==> src/rtl/qptr_mgr.sv <==
module qptr_mgr #(
  parameter int DW    = 32,
  parameter int SZW   = 5,
  parameter int QSH   = 11,
  parameter int ALIGN = 20
) (
  input  logic          clk,
  input  logic          rst_n,
  input  logic          h_req,
  input  logic          h_we,
  input  logic          h_sel,
  input  logic [DW-1:0] h_wdata,
  output logic [DW-1:0] h_rdata,
  input  logic          l_req,
  input  logic          l_we,
  input  logic [3:0]    l_addr,
  input  logic [DW-1:0] l_wdata,
  output logic [DW-1:0] l_rdata,
  output logic          m_we,
  output logic [DW-1:0] m_addr,
  output logic [DW-1:0] m_wdata,
  input  logic [DW-1:0] m_rdata,
  output logic          in_post_ne_o,
  output logic          out_post_ne_o,
  output logic          ovf_in_post_o,
  output logic          ovf_out_free_o
);
  localparam int NQ   = 4;
  localparam int CW   = SZW + 1;
  localparam logic [DW-1:0] STEP = DW'(4);

  logic [DW-1:0] base_q;
  logic [CW-1:0] ctrl_q;
  logic [DW-1:0] head_q [NQ];
  logic [DW-1:0] tail_q [NQ];
  logic          ovf_ip_q, ovf_of_q;
  logic [DW-1:0] rdata_q;

  logic [DW-1:0] qbytes;
  assign qbytes = DW'(ctrl_q[CW-1:1]) << QSH;

  function automatic logic [DW-1:0] slice_start(input logic [DW-1:0] b,
                                                input logic [DW-1:0] qb,
                                                input int q);
    return b + DW'(q) * qb;
  endfunction

  function automatic logic [DW-1:0] advance(input logic [DW-1:0] p,
                                            input logic [DW-1:0] b,
                                            input logic [DW-1:0] qb,
                                            input int q);
    logic [DW-1:0] n;
    n = p + STEP;
    return (n == slice_start(b, qb, q + 1)) ? slice_start(b, qb, q) : n;
  endfunction

  wire en = ctrl_q[0];
  wire [1:0] pop_q  = h_sel ? 2'd3 : 2'd0;
  wire [1:0] push_q = h_sel ? 2'd2 : 2'd1;

  logic [DW-1:0] push_next, pop_next;
  logic          pop_ne, push_full;
  always_comb begin
    push_next = advance(head_q[push_q], base_q, qbytes, int'(push_q));
    pop_next  = advance(tail_q[pop_q], base_q, qbytes, int'(pop_q));
    pop_ne    = head_q[pop_q] != tail_q[pop_q];
    push_full = push_next == tail_q[push_q];
  end

  wire host_rd  = h_req && !h_we;
  wire host_wr  = h_req && h_we && en;
  wire do_pop   = host_rd && en && pop_ne;
  wire do_push  = host_wr && !push_full;
  wire ovf_hit  = host_wr && push_full;

  assign m_we    = do_push;
  assign m_addr  = h_we ? head_q[push_q] : tail_q[pop_q];
  assign m_wdata = h_wdata;
  assign h_rdata = rdata_q;

  wire lw        = l_req && l_we;
  wire base_ok   = l_wdata[ALIGN-1:0] == '0;

  always_ff @(posedge clk or negedge rst_n) begin
    if (!rst_n) begin
      base_q   <= '0;
      ctrl_q   <= '0;
      ovf_ip_q <= 1'b0;
      ovf_of_q <= 1'b0;
      rdata_q  <= '0;
      for (int q = 0; q < NQ; q++) begin
        head_q[q] <= '0;
        tail_q[q] <= '0;
      end
    end else begin
      if (lw) begin
        case (l_addr)
          4'd0: if (base_ok) begin
            base_q <= l_wdata;
            for (int q = 0; q < NQ; q++) begin
              head_q[q] <= slice_start(l_wdata, qbytes, q);
              tail_q[q] <= slice_start(l_wdata, qbytes, q);
            end
          end
          4'd1: ctrl_q <= l_wdata[CW-1:0];
          4'd10: begin
            if (l_wdata[7]) ovf_ip_q <= 1'b0;
            if (l_wdata[8]) ovf_of_q <= 1'b0;
          end
          default: begin
            for (int q = 0; q < NQ; q++) begin
              if (l_addr == 4'(2 + 2*q)) head_q[q] <= l_wdata;
              if (l_addr == 4'(3 + 2*q)) tail_q[q] <= l_wdata;
            end
          end
        endcase
      end
      if (host_rd) rdata_q <= do_pop ? m_rdata : '1;
      if (do_pop)  tail_q[pop_q]  <= pop_next;
      if (do_push) head_q[push_q] <= push_next;
      if (ovf_hit && !h_sel) ovf_ip_q <= 1'b1;
      if (ovf_hit &&  h_sel) ovf_of_q <= 1'b1;
    end
  end

  assign in_post_ne_o   = head_q[1] != tail_q[1];
  assign out_post_ne_o  = head_q[3] != tail_q[3];
  assign ovf_in_post_o  = ovf_ip_q;
  assign ovf_out_free_o = ovf_of_q;

  always_comb begin
    l_rdata = '0;
    case (l_addr)
      4'd0:  l_rdata = base_q;
      4'd1:  l_rdata = DW'(ctrl_q);
      4'd10: l_rdata = DW'({ovf_of_q, ovf_ip_q, 1'b0, in_post_ne_o, 5'b0});
      default: begin
        for (int q = 0; q < NQ; q++) begin
          if (l_addr == 4'(2 + 2*q)) l_rdata = head_q[q];
          if (l_addr == 4'(3 + 2*q)) l_rdata = tail_q[q];
        end
      end
    endcase
  end
endmodule

==> config.mk <==
export PLATFORM = sky130hd
export DESIGN_NAME = qptr_mgr
export DESIGN_NICKNAME = d
export VERILOG_FILES = /design/src/rtl/qptr_mgr.sv
export SDC_FILE = /design/constraint.sdc
export NUM_CORES = 1
export LEC_CHECK = 0
export BUFFER_PORTS_ARGS = -buffer_cell sky130_fd_sc_hd__buf_2
export CAP_MARGIN = 20
export CELL_PAD_IN_SITES_DETAIL_PLACEMENT = 1
export CELL_PAD_IN_SITES_GLOBAL_PLACEMENT = 2
export CORE_UTILIZATION = 30
export DETAILED_ROUTE_END_ITERATION = 16
export GPL_TIMING_DRIVEN = 0
export PLACE_DENSITY_LB_ADDON = 0.1
export SYNTH_ARGS = -nofsm -noshare
export SYNTH_HDL_FRONTEND = slang
export SYNTH_SLANG_ARGS = --single-unit
==> constraint.sdc <==
create_clock -name clk -period 21 [get_ports clk]
set_clock_uncertainty 0.15 [all_clocks]
set_input_delay 4.2 -clock clk [delete_from_list [all_inputs] [get_ports clk]]
set_output_delay 4.2 -clock clk [all_outputs]
set_load 0.02 [all_outputs]
==> impl_results.md, run 1 <==
* Hold WC Path Type: register to register
* Detailed Place HPWL at 133,200 µm
* NetSw at 0.001636 W
* Reg-to-reg endpoint: head_q[46]
* Post-DRT Antenna Nets at 0
* Sink Count at 328
* Starting Density at 30.46%
* CP Capture Type: output port
* Final WL at 168,000 µm
* Critical Path Most Common Cell: buf_4
* Hold depth at 1
* Core area at 0.08250 mm²
* Commonest non-fill, non-tap cell in the layout: dfrtp_1
* Die Y-Extent at 291.4 µm
* Max-Slew Margin vs Limit at 4.163%
* Seq cells post-synth at 328
* Worst R2R Setup Slack at 10.87 ns
* Clock power frac at 24.2%
* Worst R2R Start: ctrl_q[4]
* Mean Syn Cell Area at 9.257 µm²
* Worst skew pair latency at 0.62 ns
* Main synth FF type: dfrtp_1
* Async SR Flop Fraction at 100.0%
* Worst Path Required at 16.65 ns
* Slowest cell on crit path: mux2i_1
* Mapped Cells at 2,715
* Yosys cell types at 81
* VDD IR max at 62.37 µV
* CTS tree: done
* Final critical-path share of the clock period at 99.37%
* Pwr Density at 114.9 mW/mm²
* Die area at 0.08494 mm²
* Switching part of the total at 47.59%
* Starting DRC count in detailed routing at 3,318
* Via density per instance at 6.327
* Min-delay src: h_rdata[20]
* WS Path Type: primary input to output port
* Die W at 291.4 µm
* Share of cells above drive strength 1 at 16.34%
* Maximum capacitance violations at 0
* Max FO, Critical Path at 19
* Rows at 105
* H-tree levels at 2
* Mapped Area at 0.02513 mm²
* Number of synthesis warnings at 0
* Comb power frac at 44.8%
* Overflow after GRT at 0
* Root Buffer: clkbuf_16
* P&R area growth vs syn at 19.04%
* Fillers at 9,500
* I/O pins at 240
* Tightest hold margin at 0.3493 ns
* P_int at 0.001801 W
* Post-layout net count at 3,190
* Final Wtd Congestion at 1.034
* Unrepaired setup endpoints after global routing: false
* DRC viols at 0
* Port buffer count at 186
* CTS Buf Count at 45
* Post-synth EDFFs at 0
* Endpoints failing hold at 0
* CTS Hold Bufs at 0
* Worst Reg2Reg Path Length in Cells at 23
* Register area share after synthesis at 32.66%
* Vias in the first global route at 25,990
* Worst-path clk slew at 0.05 ns
* Initial antenna violation count at 14
* Largest net degree at the start of global routing at 107
* Largest stage delay, worst path at 0.69 ns
* CP arrival at 16.52 ns
* Iteration count of the initial detailed-routing pass at 6
* Final slew viol count at 0
* FMAX at 47.92 MHz
* Final WS setup at 0.1315 ns
* Via count at 26,060
* Commonest cells after routing, fill and taps aside: dfrtp_1 (328), mux2i_1 (245), nand2_1 (208)
* Worst Setup Start Kind: primary input
* Dpl ws at -2.879 ns
* Minimum clock period at 20.87 ns
* Max Root-Sink Buffers at 3
* Status: finished clean
* Wire per inst at 40.80 µm
* Gr usage total at 38.73%
* Sequential share of power at 31.0%
* Slew @ Worst Pin at 1.438 ns
* First-pass GRT wire length at 225,700 µm
* Hold Path End: h_rdata[20]
* Setup violators final at 0
* Leakage at 12.80 nW
==> stage by stage <==
step	setup TNS (ns)	cell area (µm²)	instances	power [W]	utilization (%)
2_1_floorplan	0	25140	2718	0.001833	-
3_3_place_gp	-139.88	27410	3974	0.002519	33.23
3_5_place_dp	-2.879	28290	4030	0.002551	34.29
4_1_cts	0	29820	4107	0.003388	36.15
5_1_grt	0	29910	4114	0.003526	36.25
6_report	0	29920	4118	0.003436	36.26
==> Yosys cell counts, types with 37 or more instances <==
cell / number / area [µm²]
mux2_2: 82 / 923.4
inv_1: 41 / 153.9
nor2_1: 134 / 503.0
xnor2_1: 191 / 1673
nand2_1: 208 / 780.8
a22oi_1: 80 / 600.6
a21oi_1: 154 / 770.7
o21ai_0: 95 / 475.5
ha_1: 63 / 788.3
clkbuf_1: 166 / 623.1
nand4_1: 52 / 325.3
mux2i_1: 249 / 2492
buf_4: 46 / 345.3
a22o_1: 48 / 420.4
nand3_1: 82 / 410.4
a221oi_1: 52 / 455.4
nor3_1: 37 / 185.2
dfrtp_1: 328 / 8208
xor2_1: 143 / 1252
==> metal layers <==
| metal | vias to the layer above | GRT usage [%] | part of all wire (%) |
|---|---|---|---|
| met5 | - | 0.5105 | 0.067 |
| met4 | 10 | 19.96 | 5.9 |
| met3 | 346 | 9.361 | 9.7 |
| met2 | 1539 | 57.20 | 42 |
| met1 | 13600 | 52.15 | 42 |
| li1 | 10560 | - | - |
==> critical path: cells and delay by family <==
family / cells / cell delay [ns]
adder cells (fa/ha/maj): 4 / 1.02
AO/OA/AOI/OAI: 5 / 1.77
XOR/XNOR: 2 / 0.68
multiplexers: 1 / 0.69
buffers and inverters: 19 / 5.65
AND/OR/NAND/NOR: 8 / 2.31
==> power by group through the flow <==
stage / clock network, W / registers [W] / logic (W)
final: 0.000831 / 0.00107 / 0.00154
after global routing: 0.000859 / 0.00107 / 0.00160
after CTS: 0.000837 / 0.00105 / 0.00150
after detailed placement: 0 / 0.00106 / 0.00149
after global placement: 0 / 0.00105 / 0.00146
after floorplan: 0 / 0.000946 / 0.000887
==> worst max-delay path by stage <==
stage / startpoint / end / slack (ns) / depth (start not counted)
floorplan: h_sel / m_we / 3.56 / 39
global placement: h_sel / m_we / -5.81 / 37
detailed placement: h_sel / m_we / -2.88 / 44
CTS: h_sel / m_we / 0.13 / 41
global route: h_sel / m_we / 0.09 / 40
finish: h_sel / m_we / 0.13 / 39
==> cell families after synthesis <==
group	count (synthesis)	synth area share, %
AO/OA/AOI/OAI	674	19.08
adder cells (fa/ha/maj)	73	3.933
multiplexers	335	13.77
XOR/XNOR	341	12.28
other	2	0.02988
buffers and inverters	287	5.043
AND/OR/NAND/NOR	675	13.21
flip-flops	328	32.66
==> final cells by class <==
class | instances | area [µm²] | area share (%)
Antenna cell | 6 | 15.01 | 0.05018
Clock inverter | 22 | 251.5 | 0.8406
Clock buffer | 57 | 1264 | 4.224
Sequential cell | 328 | 8208 | 27.43
Buffer | 240 | 1105 | 3.693
Tap cell | 1070 | 1339 | 4.475
Timing Repair Buffer | 250 | 1851 | 6.185
Inverter | 42 | 157.7 | 0.5269
Multi-Input combinational cell | 2103 | 15730 | 52.57
==> repair_timing <==
item                                    in CTS  in global routing
buffers inserted                             2                  0
resized for setup                            6                  4
pin swaps                                    2                  1
endpoints found under the setup margin       1                  1
Note: power is estimated with default switching activity, not from simulation.
==> run 2: changes to the inputs <==
--- a/config.mk
+++ b/config.mk
@@ -9,7 +9,7 @@
 export CAP_MARGIN = 20
 export CELL_PAD_IN_SITES_DETAIL_PLACEMENT = 1
 export CELL_PAD_IN_SITES_GLOBAL_PLACEMENT = 2
-export CORE_UTILIZATION = 30
+export CORE_UTILIZATION = 38
 export DETAILED_ROUTE_END_ITERATION = 16
 export GPL_TIMING_DRIVEN = 0
 export PLACE_DENSITY_LB_ADDON = 0.1
==> run 2 against run 1 <==
Net effect:
- core utilization increased by 8.9 points
- worst setup slack got worse by 0.027 ns
- sequential share of layout area grew 0.53 points
- fmax down 0.13%
- critical path depth is the same
- register-to-register slack improved by 0.04 ns
- hold slack improved by 0.0038 ns
- combinational power is essentially flat
- cell area decreased by 1.9%
- clock power fell by 7.2%
- highest routed layer unchanged
==> impl_results.md, run 2 (synthesized netlist as in run 1, its figures left out) <==
* CP Capture Type: output port
* Unrepaired setup endpoints after global routing: false
* Placed cells at 3,793
* Starting Density at 38.71%
* Via density per instance at 6.840
* Final slew viol count at 0
* Final critical-path share of the clock period at 99.50%
* Rows at 93
* H-tree levels at 2
* Largest stage delay, worst path at 0.89 ns
* WS Path Type: primary input to output port
* CP arrival at 16.55 ns
* Post-DRT Antenna Nets at 0
* Dpl ws at -2.920 ns
* Final WL at 158,100 µm
* Worst R2R Setup Slack at 10.91 ns
* I/O pins at 240
* Fillers at 7,466
* Critical Path Most Common Cell: buf_4
* Final WS setup at 0.1041 ns
* Core area at 0.06493 mm²
* Die area at 0.06717 mm²
* P&R area growth vs syn at 16.79%
* Minimum clock period at 20.90 ns
* Worst Path Required at 16.65 ns
* DRC viols at 0
* Via count at 26,610
* Detailed Place HPWL at 123,200 µm
* Overflow after GRT at 0
* Port buffer count at 186
* CTS tree: done
* Wire per inst at 40.63 µm
* Setup violators final at 0
* Worst Setup Start Kind: primary input
* Sink Count at 328
* CTS Buf Count at 44
* Status: finished clean
* Max-Slew Margin vs Limit at 5.630%
* Post-layout net count at 3,177
* Gr usage total at 46.36%
* Max Root-Sink Buffers at 3
* Final Wtd Congestion at 1.074
* Worst-path clk slew at 0.05 ns
* Slew @ Worst Pin at 1.416 ns
* Pwr Density at 114.9 mW/mm²
* Share of cells above drive strength 1 at 15.70%
* VDD IR max at 68.61 µV
* Largest net degree at the start of global routing at 104
* Die Y-Extent at 259.2 µm
* Commonest non-fill, non-tap cell in the layout: dfrtp_1
* Commonest cells after routing, fill and taps aside: dfrtp_1 (328), mux2i_1 (248), nand2_1 (208)
* Max FO, Critical Path at 25
* FMAX at 47.86 MHz
* CTS Hold Bufs at 0
* Endpoints failing hold at 0
* Maximum capacitance violations at 0
* Vias in the first global route at 26,610
* Hold WC Path Type: register to register
* First-pass GRT wire length at 215,200 µm
* Starting DRC count in detailed routing at 3,671
* Final non-filler cell total at 3,891
* Initial antenna violation count at 7
* Die W at 259.2 µm
* Slowest cell on crit path: mux2i_1
* Leakage at 12.65 nW
* Iteration count of the initial detailed-routing pass at 8
* Worst skew pair latency at 0.61 ns
* Root Buffer: clkbuf_16
run 2: final timing paths:
kind,startpoint,endpoint,cells after the start
worst max-delay path,h_sel,m_we,39
worst min-delay path,h_rdata[21],h_rdata[21],1
worst max register to register,ctrl_q[4],head_q[78],27
worst min register to register,h_rdata[21],h_rdata[21],1
max in group asynchronous,rst_n,h_rdata[12],3
min in group asynchronous,rst_n,tail_q[103],1
run 2: area by class of cell:
class | count | area [µm²] | area share (%)
multi-input combinational | 2103 | 15720 | 53.55
sequential | 328 | 8208 | 27.96
timing repair buffer | 237 | 1667 | 5.678
clock buffer | 61 | 1246 | 4.246
buffer | 241 | 1114 | 3.794
tap | 855 | 1070 | 3.645
clock inverter | 19 | 161.4 | 0.5499
inverter | 42 | 157.7 | 0.5371
antenna | 5 | 12.51 | 0.04263
run 2: what timing repair did:
item / CTS / global route
setup buffers: 2 / 0
endpoints found under the hold margin: 0 / 0
setup endpoints to repair: 1 / 1
pin swaps: 1 / 0
gates resized for setup: 6 / 2
run 2: per-layer routing:
layer  part of all wire (%)  GRT usage (%)  up-vias
met4                    7.9          32.25        8
met5                  0.080          1.068        -
li1                       -              -    10560
met1                     39          60.03    13670
met3                     11          13.82      494
met2                     41          65.76     1880
run 2: worst max-delay path, delay by kind of cell:
kind,cells,cell delay [ns]
AOI/OAI and AO/OA,5,1.50
xor gates and xnor gates,2,0.59
adders and majority gates,4,1.03
buffers and inverters,19,6.06
muxes,1,0.89
and+or+nand+nor,8,2.15
run 2: power by group:
group          internal, W  total [W]  switching (W)
clock network     0.000439   0.000771       0.000332
registers         0.000788    0.00107       0.000284
logic             0.000526    0.00153        0.00100
total              0.00175    0.00337        0.00162
run 2: per-stage QoR:
stage | total power [W] | hold WS [ns] | TNS (ns) | area, µm² | utilization, %
final | 0.003374 | 0.3530 | 0 | 29350 | 45.21
after global routing | 0.003438 | 0.3758 | 0 | 29340 | 45.19
after CTS | 0.003291 | 0.3565 | 0 | 29150 | 44.89
after detailed placement | 0.002518 | 0.3419 | -2.920 | 27710 | 42.68
after global placement | 0.002475 | 0.3383 | -59.21 | 27140 | 41.81
after floorplan | 0.001833 | 0.3182 | 0 | 25140 | -
